File: config.mk
export PLATFORM = sky130hd
export DESIGN_NAME = uart_tx_dbuf
export DESIGN_NICKNAME = d
export VERILOG_FILES = /design/src/rtl/uart_tx_pkg.sv /design/src/rtl/uart_tx_hold.sv /design/src/rtl/uart_tx_shift.sv /design/src/rtl/uart_tx_irq.sv /design/src/rtl/uart_tx_dbuf.sv
export SDC_FILE = /design/constraint.sdc
export NUM_CORES = 1
export LEC_CHECK = 0
export BUFFER_PORTS_ARGS = -buffer_cell sky130_fd_sc_hd__buf_2
export CORE_UTILIZATION = 49
export CTS_BUF_LIST = sky130_fd_sc_hd__clkbuf_16
export CTS_CLUSTER_DIAMETER = 120
export DETAILED_ROUTE_END_ITERATION = 6
export PLACE_DENSITY = 0.74
export SLEW_MARGIN = 25
export SYNTH_ARGS = -nofsm -noshare
export SYNTH_HDL_FRONTEND = slang
export SYNTH_HIERARCHICAL = 1
export SYNTH_SLANG_ARGS = --single-unit
File: constraint.sdc
create_clock -name clk -period 1 [get_ports clk]
set_input_delay 0.2 -clock clk [delete_from_list [all_inputs] [get_ports clk]]
set_output_delay 0.2 -clock clk [all_outputs]
set_load 0.005 [all_outputs]
File: src/rtl/uart_tx_pkg.sv
package uart_tx_pkg;
    typedef enum logic [2:0] {
        TX_IDLE,
        TX_START,
        TX_DATA,
        TX_ADDR,
        TX_STOP
    } tx_state_e;
endpackage

File: src/rtl/uart_tx_hold.sv
module uart_tx_hold #(
    parameter int DATA_W = 8
) (
    input  logic              clk,
    input  logic              rst_n,
    input  logic              wr_en,
    input  logic [DATA_W-1:0] wdata,
    input  logic              load,
    output logic              hold_full,
    output logic [DATA_W-1:0] hold_data,
    output logic              empty_evt
);
    always_ff @(posedge clk) begin
        if (!rst_n) begin
            hold_full <= 1'b0;
            hold_data <= '0;
        end else if (wr_en) begin
            hold_full <= 1'b1;
            hold_data <= wdata;
        end else if (load) begin
            hold_full <= 1'b0;
        end
    end

    // The register only drains when no new byte arrives in the same cycle.
    assign empty_evt = load & ~wr_en;


    write_wins_load_chk: assert property (@(posedge clk) disable iff (!rst_n)
        (load && wr_en) |=> hold_full);


    overwrite_value_chk: assert property (@(posedge clk) disable iff (!rst_n)
        wr_en |=> (hold_data == $past(wdata)));
endmodule

File: src/rtl/uart_tx_shift.sv
module uart_tx_shift
    import uart_tx_pkg::*;
#(
    parameter int DATA_W = 8
) (
    input  logic              clk,
    input  logic              rst_n,
    input  logic              baud_tick,
    input  logic              cfg_seven,
    input  logic              cfg_addr,
    input  logic              hold_full,
    input  logic [DATA_W-1:0] hold_data,
    output logic              load,
    output logic              idle_evt,
    output logic              busy,
    output logic              tx
);
    localparam int CNT_W = (DATA_W > 2) ? $clog2(DATA_W) : 1;

    tx_state_e         state_q, state_d;
    logic [CNT_W-1:0]  cnt_q;
    logic [DATA_W-1:0] sh_q;
    logic              seven_q;
    logic              addr_q;
    logic [CNT_W-1:0]  last_idx;

    assign last_idx = seven_q ? CNT_W'(DATA_W - 2) : CNT_W'(DATA_W - 1);

    // Next-state logic
    always_comb begin
        state_d  = state_q;
        load     = 1'b0;
        idle_evt = 1'b0;
        unique case (state_q)
            TX_IDLE: begin
                if (baud_tick && hold_full) begin
                    load    = 1'b1;
                    state_d = TX_START;
                end
            end
            TX_START: begin
                if (baud_tick) state_d = TX_DATA;
            end
            TX_DATA: begin
                if (baud_tick && (cnt_q == last_idx))
                    state_d = addr_q ? TX_ADDR : TX_STOP;
            end
            TX_ADDR: begin
                if (baud_tick) state_d = TX_STOP;
            end
            TX_STOP: begin
                if (baud_tick) begin
                    if (hold_full) begin
                        load    = 1'b1;
                        state_d = TX_START;
                    end else begin
                        idle_evt = 1'b1;
                        state_d  = TX_IDLE;
                    end
                end
            end
            default: state_d = TX_IDLE;
        endcase
    end

    // State register
    always_ff @(posedge clk) begin
        if (!rst_n) state_q <= TX_IDLE;
        else        state_q <= state_d;
    end

    // Shift datapath
    always_ff @(posedge clk) begin
        if (!rst_n) begin
            sh_q    <= '0;
            cnt_q   <= '0;
            seven_q <= 1'b0;
            addr_q  <= 1'b0;
        end else if (load) begin
            sh_q    <= hold_data;
            cnt_q   <= '0;
            seven_q <= cfg_seven;
            addr_q  <= cfg_addr;
        end else if ((state_q == TX_DATA) && baud_tick) begin
            sh_q  <= sh_q >> 1;
            cnt_q <= cnt_q + 1'b1;
        end
    end

    // Outputs
    always_comb begin
        unique case (state_q)
            TX_IDLE:  tx = 1'b1;
            TX_START: tx = 1'b0;
            TX_DATA:  tx = sh_q[0];
            TX_ADDR:  tx = 1'b0;
            TX_STOP:  tx = 1'b1;
            default:  tx = 1'b1;
        endcase
    end
    assign busy = (state_q != TX_IDLE);


    no_gap_chk: assert property (@(posedge clk) disable iff (!rst_n)
        (state_q == TX_STOP && baud_tick && hold_full) |=> (state_q == TX_START));


    bit_count_chk: assert property (@(posedge clk) disable iff (!rst_n)
        (state_q == TX_DATA) |-> (cnt_q <= last_idx));


    hold_without_tick_chk: assert property (@(posedge clk) disable iff (!rst_n)
        (!baud_tick && state_q != TX_IDLE) |=> $stable(state_q));
endmodule

File: src/rtl/uart_tx_irq.sv
module uart_tx_irq (
    input  logic clk,
    input  logic rst_n,
    input  logic irq_en,
    input  logic hold_evt,
    input  logic idle_evt,
    input  logic wr_data,
    input  logic wr_stat,
    output logic irq
);
    logic set_req;
    logic clr_req;

    assign set_req = irq_en & (hold_evt | idle_evt);
    assign clr_req = wr_data | wr_stat;

    always_ff @(posedge clk) begin
        if (!rst_n)       irq <= 1'b0;
        else if (set_req) irq <= 1'b1;
        else if (clr_req) irq <= 1'b0;
    end


    clear_drops_chk: assert property (@(posedge clk) disable iff (!rst_n)
        ((wr_data || wr_stat) && !(irq_en && (hold_evt || idle_evt))) |=> !irq);


    masked_quiet_chk: assert property (@(posedge clk) disable iff (!rst_n)
        (!irq_en && !irq) |=> !irq);
endmodule

File: src/rtl/uart_tx_dbuf.sv
module uart_tx_dbuf #(
    parameter int DATA_W = 8
) (
    input  logic              clk,
    input  logic              rst_n,
    input  logic              baud_tick,
    input  logic              cfg_seven,
    input  logic              cfg_addr,
    input  logic              irq_en,
    input  logic              wr_data,
    input  logic              wr_stat,
    input  logic [DATA_W-1:0] wdata,
    output logic              stat_hold_empty,
    output logic              stat_idle,
    output logic              irq,
    output logic              tx
);
    logic              hold_full;
    logic [DATA_W-1:0] hold_data;
    logic              load;
    logic              hold_evt;
    logic              idle_evt;
    logic              busy;

    uart_tx_hold #(.DATA_W(DATA_W)) u_hold (
        .clk       (clk),
        .rst_n     (rst_n),
        .wr_en     (wr_data),
        .wdata     (wdata),
        .load      (load),
        .hold_full (hold_full),
        .hold_data (hold_data),
        .empty_evt (hold_evt)
    );

    uart_tx_shift #(.DATA_W(DATA_W)) u_shift (
        .clk       (clk),
        .rst_n     (rst_n),
        .baud_tick (baud_tick),
        .cfg_seven (cfg_seven),
        .cfg_addr  (cfg_addr),
        .hold_full (hold_full),
        .hold_data (hold_data),
        .load      (load),
        .idle_evt  (idle_evt),
        .busy      (busy),
        .tx        (tx)
    );

    uart_tx_irq u_irq (
        .clk      (clk),
        .rst_n    (rst_n),
        .irq_en   (irq_en),
        .hold_evt (hold_evt),
        .idle_evt (idle_evt),
        .wr_data  (wr_data),
        .wr_stat  (wr_stat),
        .irq      (irq)
    );

    assign stat_hold_empty = ~hold_full;
    assign stat_idle       = ~busy;


    stat_write_inert_chk: assert property (@(posedge clk) disable iff (!rst_n)
        (wr_stat && !wr_data && !load) |=> $stable(stat_hold_empty));


    idle_raises_chk: assert property (@(posedge clk) disable iff (!rst_n)
        (irq_en && idle_evt) |=> (irq && stat_idle));
endmodule

# Word-level counts from Yosys, hierarchy flattened

Index checks and enable logic that the tools add are counted.

Register bits after elaboration: 26
Output and inout port bits: 4

Add/subtract/negate cells: 1
Equality and inequality tests: 10
Multiplexer cells: 23
Bitwise operators: 8
Reduce and logical (&&, ||, !) cells: 11

Operator list:

| operator                                      | count |
|---|---|
| 2-to-1 mux 3 bit                              | 6 |
| 2-to-1 mux 8 bit                              | 2 |
| one-hot mux 3 bit (5 select lines)            | 1 |
| 2-to-1 mux 1 bit                              | 12 |
| == test 3 x 2 -> 1 bit, second input constant | 2 |
| != test 2 bit, second input constant          | 3 |
| nonzero test 2 bit                            | 3 |
| AND reduction 5 bit                           | 1 |
| != test 2 x 1 -> 1 bit, second input constant | 2 |
| inverter 1 bit                                | 4 |
| one-hot mux 1 bit (2 select lines)            | 2 |
| OR reduction 2 bit                            | 2 |
| adder 3 x 1 -> 3 bit, second input constant   | 1 |
| == test 3 x 1 -> 1 bit, second input constant | 1 |
| == test 3 bit                                 | 1 |
| == test 3 bit, second input constant          | 1 |
| logical AND 1 bit                             | 3 |
| logical NOT 3 bit                             | 1 |
| nonzero test 3 bit                            | 1 |
| AND 1 bit                                     | 2 |
| OR 1 bit                                      | 2 |

# Depth between registers and ports, before layout

Gate-level depths: netlist of the first run.

Depth in word-level cells: 7
Mapped depth: 6

# By module

The synthesis of the first run kept the hierarchy.

By module, submodules not included:

| module        | instances | cells an instance | area an instance (um2) | sequential area each (um2) |
|---|---|---|---|---|
| uart_tx_shift | 1         | 98                | 830.8                  | 320.3 |
| uart_tx_hold  | 1         | 29                | 344.1                  | 180.2 |
| uart_tx_irq   | 1         | 4                 | 41.3                   | 20.0 |
| uart_tx_dbuf  | 1         | 2                 | 7.5                    | 0.0 |

# Worst setup path after synthesis of the first run

No wires, ideal clock.

Path type: reg-to-reg
Start point: register u_shift.state_q[2]
End point: register u_shift.state_q[1]
Setup time: 0.119 ns
Arrival time: 1.041 ns
Path slack: -0.160 ns
Stages on the path, launching flop included: 6
Path buffers: 1
Clock period less this slack: 1.160 ns
Path through: dfxtp_1 -> buf_4 -> nor3b_1 -> nor3_2 -> nand2_1 -> o221a_2

Longest elaborated chain between the ends: 3
Elaborated cells on any way between the ends: 12
Classes of those cells: eq/ne (9); mux (1); reduce/logical (2)

Ends and longest elaborated chain:

| item                                                                     | line                | source |
|---|---|---|
| from (decl)                                                              | uart_tx_shift.sv:20 | `tx_state_e state_q, state_d;` |
| from (signal assigned)                                                   | uart_tx_shift.sv:69 | `else state_q <= state_d;` |
| == test 3 x 2 -> 1 bit, or another cell as far along                     | uart_tx_shift.sv:34 | `unique case (state_q)` |
| != test 2 x 1 -> 1 bit (no source line) or != test 2 bit (tied branches) | n/a                 |  |
| AND reduction 5 bit (no source line)                                     | n/a                 |  |

Several ways; a longest one is shown, not always the timed one.
A chain may end at the register's enable or synchronous reset.

# Worst setup path in the final report of the first run

Start point: register u_shift.state_q[0]
End point: output port stat_idle

Longest elaborated chain between the ends: 2

Ends and longest elaborated chain:

| item               | line                 | source |
|---|---|---|
| nonzero test 3 bit | uart_tx_shift.sv:101 | `assign busy = (state_q != TX_IDLE);` |
| net busy           | uart_tx_dbuf.sv:23   | `logic busy;` |
| inverter 1 bit     | uart_tx_dbuf.sv:62   | `assign stat_idle = ~busy;` |
| to (decl)          | uart_tx_dbuf.sv:14   | `output logic stat_idle,` |

The timed path passes the listed nets, and every way through them passes these cells.

==> results.txt, run 1 <==
The cell type contributing the most total cell area after synthesis is dfxtp_1. Yosys attributes the largest share of cell area to dfxtp_1, mux2i_1, nor2b_1. The checks that failed: negative setup slack. The clock net in this run drives a total of 26 sinks. Number of antenna diodes: 0. The flow ran to the end, but the final reports show violations.

The run gives 192 as the number of nets at the end of the flow. The total negative slack was -5.15 ns. Of all nets on the critical path, the largest fanout is 4. The global-route wire length before repair is 4780 um. Most common flop cell mapped by yosys: dfxtp_1. TritonCTS built the clock tree.

The worst setup path is captured at a primary output. The run gives 53.8% as the effective utilization at floorplan. For this run, global-route usage on met3 was measured as 4.97%. The vias per cell was 5.57. The count of TritonRoute iterations in the first routing pass is 4, and the sum of net half-perimeters after detailed placement is 1810 um.

Detailed routing inserted a total of 1,126 vias. The fraction of layout cells with a size suffix above 1 is 43.7%. The die is 52.0 um tall. Measured against its own limit, the worst slew margin works out to 80.6%.

The sequential share of the synthesized area came out at 42.5%. The run gives 150 as the total nets after synthesis. The total routing resource utilization after global routing is 24.5%, and the post-synthesis to final-layout area growth is 42.2%. Timing would allow up to 728 MHz.

The number of antenna violations at the first check in global routing came out at 0. The tools report the deepest clock path buffer count as 2. In this run the mean area of a mapped cell was 9.20 sq um. Yosys printed 6 warnings.

Share of flip-flops with an asynchronous set or reset after synthesis: 0%. The clock slew seen by the registers of the worst setup and hold paths came out at 0.06 ns. The via count of the first global-routing pass is 1,039, and the number of hold-slack violations in the final timing report is 0. The max-capacitance violation count was 0.

After synthesis, the most frequently instantiated cells are dfxtp_1, nand2_1, nor2b_1, mux2i_1, o21ai_0. The floorplan has 17 rows. After technology mapping, the gate count stands at 133. The run gives 0 as the total global routing overflow. The required time at the endpoint of the critical path came out at 0.80 ns. The H-tree depth reported by CTS was 1. The clock tree root buffer cell was clkbuf_16. The total power divided by cell area came out at 2200 mW/mm^2. After detailed routing, the number of remaining DRC violations is 0. The run gives 20 as the number of top-level design ports. Pin slew with the least headroom to its limit: 0.289 ns. The worst clock skew on the final layout is 0.00573 ns.

The synthesized design contains 0 enable-type register cells. The horizontal extent of the die is 52.0 um. The category of the worst setup path launch point was a flip-flop. For met2 alone, demand over resource in global routing was 42.1%.

The arrival time of data at the critical path endpoint is 1.17 ns, and the final worst setup slack is -0.373 ns. Entering global routing, the biggest net connects 16 pins. The layer flagged by global routing as most heavily used is met2.

The smallest clock period supported by the final layout is computed as 1.37 ns. The top cell type by area accounts for 42.5% of the synthesized area. The wire length reported by the detailed router was 3120 um; the core area was 0.00228 sq mm. The combined area of all synthesized cells came out at 0.00122 sq mm. Routability-driven placement finished with a final weighted congestion of 0.826.

Counting flops and latches in the post-synthesis netlist gives 26. The tools report the distinct cell type count after synthesis as 42. dfxtp_1 is the most common cell in the netlist. The total die area is 0.00270 sq mm. The number of pins exceeding their max-slew limit in the final report is 0, and the worst slack at placement is -0.238 ns. The kind of critical path was flip-flop to primary output. The clock reaches the later pin of the worst-skew pair after 0.26 ns. Buffers placed on the I/O ports in this run total 19. TritonCTS created 3 clock buffers. Setup repair after global routing could not meet its margin everywhere.

The class of the most critical hold timing path is primary input to flip-flop. For this block, the initial DRC count from the detailed router was 17. After layout, the worst path uses 137% of the clock period. VDD sags by at most 1.50 mV.

The average wire per cell in the routed design was 15.5 um. In this run the static leakage power is 0.720 nW. Setup violations remaining at the end of the flow were counted as 20.

The remaining number of nets flagged by the antenna check after routing was 0. Global routing consumed, on the met1 layer, 30.5% of the routing resources.
==> routing by layer <==
metal	up-vias	part of all wire, %
met1	541	44
li1	546	-
met2	31	51
met5	-	0
met3	8	3.6
met4	0	2.0
==> where the power goes <==
| part | switching (W) | internal [W] |
|---|---|---|
| Combinational | 0.000620 | 0.000740 |
| Sequential | 0.000131 | 0.00117 |
| Clock | 0.000363 | 0.000796 |
| Total | 0.00111 | 0.00271 |
==> state kept, by name (all words and copies together) (netlist names) <==
register / count
u_hold/hold_data: 8
u_shift/sh_q: 8
u_shift/cnt_q: 3
u_shift/state_q: 3
u_hold/hold_full: 1
u_irq/irq: 1
u_shift/addr_q: 1
u_shift/seven_q: 1
==> timing repair <==
action | 4_1_cts | 5_1_grt
endpoints found under the setup margin | 21 | 21
hold endpoints to repair | 0 | 0
setup buffers | 7 | 3
hold buffers | 0 | 0
pin swaps | 12 | 5
resized for setup | 23 | 14
==> layout make-up <==
class	count	area, sq um
clock buffers	3	75.1
clock inverters	1	30.0
fillers	153	536
inverters	4	22.5
multi-input cells	96	731
flip-flops and latches	26	536
well taps	28	35.0
repair buffers	44	312
==> placed cells by master, fill, tap and decap left out, drive strengths merged, types with 4 or more instances in the layout <==
cell	n
dfxtp	26
nor2	5
o21ai	8
nand2	20
nor2b	12
inv	4
buf	44
a31oi	4
a21boi	5
mux2i	8
==> critical path, cell delays in order, from the launching register on <==
cell	delay, ns
dfxtp_4	0.35
buf_4	0.13
or3_1	0.30
inv_1	0.05
buf_2	0.10
==> stage by stage <==
stage	cell area, sq um	cells	power [W]	util [%]	hold slack, ns
after global placement	1450	188	0.00221	63.6	0.447
after floorplan	1270	133	0.00198	-	0.318
after global routing	1740	202	0.00397	76.5	0.201
after detailed placement	1450	188	0.00224	63.6	0.456
final	1740	202	0.00382	76.5	0.179
after CTS	1670	199	0.00367	73.5	0.179
==> path summary, 6_finish.rpt <==
| path | slack [ns] | from | cells past startpoint | end |
|---|---|---|---|---|
| worst min-delay path | 0.18 | cfg_addr | 3 | u_shift/addr_q |
| worst min register to register | 0.47 | u_shift/seven_q | 2 | u_shift/seven_q |
| worst max-delay path | -0.37 | u_shift/state_q[0] | 4 | stat_idle |
| worst max register to register | -0.36 | u_shift/state_q[0] | 6 | u_shift/state_q[1] |
==> kinds of logic (layout without fill, tap and decap cells) <==
family,Yosys count,after routing,synth area share [%]
simple gates,57,57,27.4
compound gates,27,27,14.4
flops,26,26,42.5
buf+inv,11,52,5.93
mux,8,8,6.54
xor+xnor,3,3,2.15
fa+ha+maj,1,1,1.02
Note: power is estimated with default switching activity, not from simulation.
==> run 2: changes to the inputs <==
--- a/config.mk
+++ b/config.mk
@@ -16,3 +16,4 @@
 export SYNTH_HDL_FRONTEND = slang
 export SYNTH_HIERARCHICAL = 1
 export SYNTH_SLANG_ARGS = --single-unit
+export TNS_END_PERCENT = 1
==> run 2 against run 1 <==
The flow still finishes with violations (negative setup slack). Global-route usage shrank 3.3 points. Clock-buffer cell count unchanged. Die area did not move. Combinational power fell by 24%. Worst setup slack worse by 0.0049 ns. Via count is 6.9% lower. Sequential power barely moved. First-iteration DRC count grew 5.9%. Non-clock buffer count is 6 lower. Design area is 7.5% lower. Sequential cell count unchanged. Critical endpoint unchanged. Largest cell class unchanged. Highest routed layer is now met3.
==> results.txt, run 2 (synthesis results as in run 1) <==
The time the final worst path needs with I/O delays and setup works out to 1.38 ns (+0.00493 ns). Standard cell with the maximum stage delay on the critical path: dfxtp_4. The root buffer cell chosen for the clock tree is clkbuf_16. The logs give 1 (unchanged) for the H-tree depth reported by CTS and 1.75 mV (+17%) for the highest ir drop seen on vdd. The worst register-to-register path ends at u_shift/state_q[1]. In this run the worst hold path is classified as primary input to flip-flop. The vias per cell came out at 5.35 (-4.1%).

The biggest cell delay along the critical path came out at 0.35 ns (about the same). The via total after detailed routing was 1,048 (-6.9%). The logs give 0.00161 sq mm (-7.5%) for the finished layout cell area and 0.00349 W (-8.6%) for the power consumption. The max-capacitance violation count came out at 0 (unchanged). Setup repair after global routing could not meet its margin everywhere. The path with the worst hold slack has its endpoint at u_shift/seven_q. The path depth of the worst reg2reg path was 5 (-1); the maximum frequency from static timing analysis was 726 MHz (-0.36%). The area growth from synthesis to layout is 31.6%.

The run gives 0.26 ns (about the same) as the clock latency on the worst-skew pair. The vertical die dimension was 52.0 um (unchanged); the average wire per cell in the routed design was 12.9 um (-16%). The number of pins exceeding their max-slew limit in the final report was 0 (unchanged); the number of hold-slack violations in the final timing report was 0 (unchanged).

The tools report the worst clock skew on the final layout as 0.00133 ns (-0.00440 ns). For the cell leakage power, the log shows 0.669 nW (-7.1%). The run finished, with violations left.

For the count of TritonRoute iterations in the first routing pass, the log shows 4 (unchanged). The horizontal extent of the die was 52.0 um (unchanged). The run gives 20 (unchanged) as the number of top-level design ports.

The tools report the wire length reported by the detailed router as 2530 um (-19%). The logs give 0.00143 sq mm (-0.86%) for the total placed instance area and 0 (unchanged) for the total of hold buffers inserted after clock tree synthesis. The count of routing violations after the opening detailed-route iteration is 18 (+1). TritonCTS built the clock tree. The logs give 2 (unchanged) for the deepest clock path buffer count and -0.378 ns (-0.00493 ns) for the final worst setup slack.

The setup-violating endpoint count in the final report was 21 (+5.0%). In this run the most critical hold path is launched from cfg_seven. The run gives 185 (+21%) as the filler cell count in the final layout. The final weighted congestion in routability-driven placement is 0.786 (-4.8%).

The depth of the worst hold-timing path was 3 (unchanged); the number of input and output port buffers inserted was 19 (unchanged). For the number of antenna violations at the first check in global routing, the log shows 0 (unchanged). Total power divided by cell area: 2170 mW/mm^2 (-1.3%). The tools report the category of the worst setup path launch point as a flip-flop. The logs give 0 (unchanged) for the remaining routing DRC violations and 4270 um (-11%) for the global-route wire length before repair. The via count of the first global-routing pass was 988 (-4.9%); the reg-to-reg setup timing slack was -0.35 ns (about the same). Number of sinks on the clock net: 26 (unchanged). In the layout the commonest cells are dfxtp_1, buf_2, nand2_1. Maximum number of pins on one net before global-route repair: 16 (unchanged). The clock slew seen by the registers of the worst setup and hold paths works out to 0.06 ns (about the same).

The core area is 0.00228 sq mm (unchanged), and the total negative slack is -4.80 ns (+0.348 ns). For the TritonCTS buffer count, the log shows 3 (unchanged). The required time at the endpoint of the critical path came out at 0.80 ns (about the same).

The fraction of layout cells with a size suffix above 1 was 36.9% (-6.8 points). The arrival time of data at the critical path endpoint is 1.18 ns (about the same), and the number of antenna diodes is 0 (unchanged). The pin slew with the least headroom to its limit was 0.258 ns (-0.0310 ns).

The critical path is of the flip-flop to primary output type. The logs give 53.8% (unchanged) for the effective utilization at floorplan and 17 (unchanged) for the cell row count. Sum of net half-perimeters after detailed placement: 1780 um (-1.7%). The tools report the type of destination of the critical path as a primary output.

The most frequent standard cell in the layout excluding fill and tap cells was dfxtp_1. The tools report the beginning of the worst register-to-register path as u_shift/state_q[0]. The part of the cycle the worst path needs was 138% (+0.49 points). The critical path goes through buf_4 -> or3_1 -> inv_1 -> buf_2.

The run gives 0.00270 sq mm (unchanged) as the total die area. The final reports fail on negative setup slack. The remaining number of nets flagged by the antenna check after routing came out at 0 (unchanged). The relative slew slack came out at 82.8% (+2.2 points). The maximum fanout count along the critical path was 3 (-1). The number of nets at the end of the flow came out at 186 (-3.1%). The largest registers in the layout are u_hold/hold_data (8), u_shift/sh_q (8).

The total global routing overflow was 0 (unchanged); the total routing resource utilization after global routing was 21.2% (-3.3 points).
run 2: cell count changes in the layout (fill, tap and decap cells not counted), moves of 2 or more:
cell,change
a22oi_1,+3
a22oi_2,-3
nand2_1,+2
buf_4,-2
buf_6,-4
run 2: timing repair:
| action | CTS | global route |
|---|---|---|
| endpoints found under the setup margin | 21 | 21 |
| buffers inserted | 2 | 0 |
| gates resized for setup | 21 | 4 |
| pin swaps | 3 | 1 |
run 2: report_power, final:
group	internal (W)	switching (W)	leakage [nW]
registers	0.00117	0.000125	0.215
clock network	0.000796	0.000356	0.0511
logic	0.000563	0.000479	0.403
run 2: how the worst max path moves through the flow:
stage	start	endpoint	depth (start not counted)
global route	u_shift/state_q[0]	stat_idle	4
floorplan	u_shift/state_q[1]	u_shift/state_q[1]	5
global placement	u_shift/state_q[0]	u_shift/state_q[1]	4
finish	u_shift/state_q[0]	stat_idle	4
detailed placement	u_shift/state_q[0]	u_shift/state_q[1]	4
CTS	u_shift/state_q[0]	stat_idle	4
run 2: layer usage:
layer | GRT usage, % | routed length, um
met5 | 0 | 0
met4 | 2.70 | 0
met3 | 6.14 | 86
met2 | 37.2 | 1260
met1 | 26.0 | 1180
run 2: critical path: cells and delay by family (launching register included):
| family | cells | cell delay, ns |
|---|---|---|
| buffers and inverters | 3 | 0.28 |
| DFF | 1 | 0.35 |
| and+or+nand+nor | 1 | 0.29 |
run 2: cell type report:
cell class | count | area [sq um] | share of cell area, %
tap | 28 | 35.0 | 2.18
inverter | 4 | 17.5 | 1.09
clock buffer | 3 | 75.1 | 4.66
clock inverter | 1 | 30.0 | 1.86
sequential | 26 | 536 | 33.3
multi-input combinational | 96 | 666 | 41.3
timing repair buffer | 38 | 251 | 15.6
run 2: metrics by stage:
step	instances	setup slack (ns)	utilization, %	hold slack, ns
6_report	196	-0.378	70.8	0.179
5_1_grt	196	-0.434	70.8	0.181
4_1_cts	196	-0.374	70.0	0.179
3_5_place_dp	190	-0.226	63.0	0.456
3_3_place_gp	190	-0.187	63.0	0.449
2_1_floorplan	133	-0.115	-	0.318
